`src/rtl/joypad_select_reg.sv`:
```
module joypad_select_reg #(
  parameter int SYNC_STAGES = 2,
  localparam int GRP = 4,
  localparam int KEYS = 2 * GRP
) (
  input  logic            clk,
  input  logic            rst_n,
  input  logic            wr_en,
  input  logic [7:0]      wr_data,
  input  logic            rd_en,
  input  logic [GRP-1:0]  btn_action,
  input  logic [GRP-1:0]  btn_dir,
  output logic [7:0]      rd_data
);

  logic [GRP-1:0] sel_q;
  logic [KEYS-1:0] sync_q [SYNC_STAGES];
  logic [GRP-1:0] act_s, dir_s, pressed;

  always_ff @(posedge clk or negedge rst_n) begin
    if (!rst_n) sync_q[0] <= '0;
    else        sync_q[0] <= {btn_dir, btn_action};
  end

  for (genvar s = 1; s < SYNC_STAGES; s++) begin : g_sync
    always_ff @(posedge clk or negedge rst_n) begin
      if (!rst_n) sync_q[s] <= '0;
      else        sync_q[s] <= sync_q[s-1];
    end
  end

  assign act_s   = sync_q[SYNC_STAGES-1][GRP-1:0];
  assign dir_s   = sync_q[SYNC_STAGES-1][KEYS-1:GRP];
  assign pressed = ({GRP{sel_q[0]}} & act_s) | ({GRP{sel_q[1]}} & dir_s);

  always_ff @(posedge clk or negedge rst_n) begin
    if (!rst_n)     sel_q <= '0;
    else if (wr_en) sel_q <= wr_data[7:4];
  end

  always_ff @(posedge clk or negedge rst_n) begin
    if (!rst_n)     rd_data <= 8'h0F;
    else if (rd_en) rd_data <= {sel_q, ~pressed};
  end


  store_upper_chk: assert property (@(posedge clk) disable iff (!rst_n)
    wr_en |=> sel_q == $past(wr_data[7:4]));


  action_only_chk: assert property (@(posedge clk) disable iff (!rst_n)
    (rd_en && sel_q[1:0] == 2'b01) |=> rd_data[3:0] == ~$past(act_s));


  none_selected_chk: assert property (@(posedge clk) disable iff (!rst_n)
    (rd_en && sel_q[1:0] == 2'b00) |=> rd_data[3:0] == 4'hF);


  hold_idle_chk: assert property (@(posedge clk) disable iff (!rst_n)
    !rd_en |=> $stable(rd_data));


  read_old_upper_chk: assert property (@(posedge clk) disable iff (!rst_n)
    (rd_en && wr_en) |=> rd_data[7:4] == $past(sel_q));

endmodule

```
`config.mk`:
```
export PLATFORM = sky130hd
export DESIGN_NAME = joypad_select_reg
export DESIGN_NICKNAME = d
export VERILOG_FILES = /design/src/rtl/joypad_select_reg.sv
export SDC_FILE = /design/constraint.sdc
export NUM_CORES = 1
export LEC_CHECK = 0
export BUFFER_PORTS_ARGS = -buffer_cell sky130_fd_sc_hd__buf_2
export CORE_MARGIN = 8
export CORE_UTILIZATION = 25
export CTS_BUF_LIST = sky130_fd_sc_hd__clkbuf_16
export CTS_CLUSTER_SIZE = 24
export DETAILED_ROUTE_END_ITERATION = 16
export GPL_TIMING_DRIVEN = 0
export HOLD_SLACK_MARGIN = 0.1
export PLACE_DENSITY = 0.43
export SLEW_MARGIN = 20
export SYNTH_ARGS = -nofsm -noshare
export SYNTH_HDL_FRONTEND = slang
export SYNTH_SLANG_ARGS = --single-unit
```
`constraint.sdc`:
```
create_clock -name clk -period 1.3 [get_ports clk]
set_input_delay 0 -clock clk [delete_from_list [all_inputs] [get_ports clk]]
set_output_delay 0 -clock clk [all_outputs]
set_load 0.005 [all_outputs]
```
==> flow_summary.toml <==
[sta]
max_freq_mhz = 1070
slew_violations = 0
holdWs_ps = 283
worst_slew_pin_slew_ps = 599
tns_ps = 0
setup-violations-final = 0
setup_slack_ps = 369
min_period_ps = 931
final.period_utilization_pct = 71.6
rsz0062_at_grt = "false"
fin_skew_ps = 2.97
hold_violations = 0
maxSlewHeadroom_pct = 60.0

[die]
io_pins = 28
dieArea_sq_um = 5820
die_y_um = 76.3
row_count = 22
start_util_pct = 25.4
core-area_sq_um = 3580
die_width_um = 76.3

[detailed_routing]
ant_nets = 0
viasPerCell = 3.84
avgRoutedWirePerCell_um = 12.5
drtIter0Drc = 19
via_count = 514
route.detailed.drc = 0
wl_um = 1670
first_pass_iters = 4

[placement]
dp_cells = 115
gp_congestion = 0.709
dpl_worst_slack_ps = 386
place_area_sq_um = 1080
io_buffer_count = 22
dpl.hpwl_um = 1080

[synthesis]
ys_warn_count = 0
yosysTopAreaCellShare_pct = 66.1
synthTopCellsByArea = "dfrtp_1 (66%), dfstp_2 (12%), mux2_4 (12%)"
syn_area_per_cell_sq_um = 20.2
synthCells = 45
synth_seq_cells = 28
yosysUniqueCellTypes = 6
seq_area_frac_synth_pct = 77.7
synth_top_cell_by_area = "dfrtp_1"
syn-cell-area_sq_um = 908
synth_fp_nets = 65

[finish]
area_growth_pct = 46.8
instances_no_fill = 134
fillers = 346
fin_nets = 107
antenna_cells = 0
design_area_sq_um = 1330
drive_gt1_share_pct = 50.0

[grt]
antenna_found_initial = 0
grt_pass1_wl_um = 2880
grt_pass1_vias = 586
gr-total-overflow = 0
track_usage_pct = 6.24
grt_max_degree = 29

[min_path]
hp-class = "in2async"

[power]
powerDensity_nw_per_um2 = 1570
ir_drop_uv = 604
p_leak_uw = 0.000615

[setup_path]
critPathKind = "reg2reg"
worst_setup_path_start_kind = "flop"
cp.arrival_ps = 1110
crit_path_end_kind = "flop"
critPathRequiredTime_ps = 1480
cp_max_fo = 6

[status]
status = "finished clean"

[cts]
cts.clk_slew.worst_paths_ps = 70
cts_tree = "yes"
cts_made_buffers = 3
clock_sinks = 28
clk_path_buf_depth = 2
root_buffer = "clkbuf_16"
htreeDepth = 1
clkLatencyLatePin_ps = 260

[job]
cap_violations = 0
## layout by cell type (no fill, tap or decap)
cell type	synthesis	routed
buf_2	0	22
bufinv_16	0	1
buf_6	1	1
mux2_2	5	5
dfrtp_1	24	24
a22oi_1	4	4
mux2_4	7	7
dfstp_2	4	4
clkbuf_16	0	3
dlygate4sd3_1	0	15
## registers in the layout, indices dropped and copies added, names as in the netlist
signal,count
act_s,4
dir_s,4
rd_data,8
sel_q,4
sync_q,8
## power by group
group	total, uW	switching, uW	internal [uW]
sequential	1000	42.9	962
combinational	212	70.9	141
clock	881	269	612
## layout make-up
type / instances / area, sq um / share of cell area (%)
buffer: 1 / 11.3 / 0.844
clock buffer: 3 / 75.1 / 5.63
clock inverter: 1 / 30.0 / 2.25
multi-input combinational: 16 / 191 / 14.4
sequential: 28 / 706 / 52.9
tap: 48 / 60.1 / 4.50
timing repair buffer: 37 / 260 / 19.5
## stage by stage
step | total power [uW] | util (%)
final | 2100 | 37.3
after global routing | 2200 | 37.3
after CTS | 2130 | 37.3
after detailed placement | 1200 | 30.1
after global placement | 1200 | 30.1
after floorplan | 1100 | -
## repair_timing
| action | 4_1_cts | 5_1_grt |
|---|---|---|
| buffers inserted | 0 | 0 |
| resized for setup | 0 | 0 |
| hold buffers | 15 | 0 |
| endpoints found under the hold margin | 44 | 0 |
## synthesized netlist by cell type
cell type and instances:
dfrtp_1 24, mux2_4 7, buf_6 1, mux2_2 5, dfstp_2 4, a22oi_1 4
## cells by family (layout without fill, tap and decap cells)
| family | Yosys count | after routing | synth area share (%) |
|---|---|---|---|
| flops | 28 | 28 | 77.7 |
| compound gates | 4 | 4 | 3.31 |
| buf+inv | 1 | 42 | 1.24 |
| mux | 12 | 12 | 17.8 |
## worst paths after layout
path | start | end | slack, ps | cells after the start
max | sel_q[0] | rd_data[0] | 370 | 2
min | rst_n | sync_q[9] | 280 | 2
max reg2reg | sel_q[0] | rd_data[0] | 370 | 2
min reg2reg | sync_q[15] | dir_s[3] | 350 | 0
max in group asynchronous | rst_n | rd_data[6] | 620 | 2
min in group clk | sync_q[15] | dir_s[3] | 350 | 0
## worst max-delay path, stage by stage, from the launching register on
cell and delay (ps):
dfrtp_1 460, a22oi_1 130, mux2_4 270
## metal layers
| layer | part of all wire [%] | GRT usage (%) |
|---|---|---|
| met2 | 52 | 9.77 |
| met4 | 1.0 | 2.88 |
| met1 | 43 | 7.24 |
| met3 | 4.1 | 2.59 |
| met5 | 0 | 0 |
Note: power is estimated with default switching activity, not from simulation.
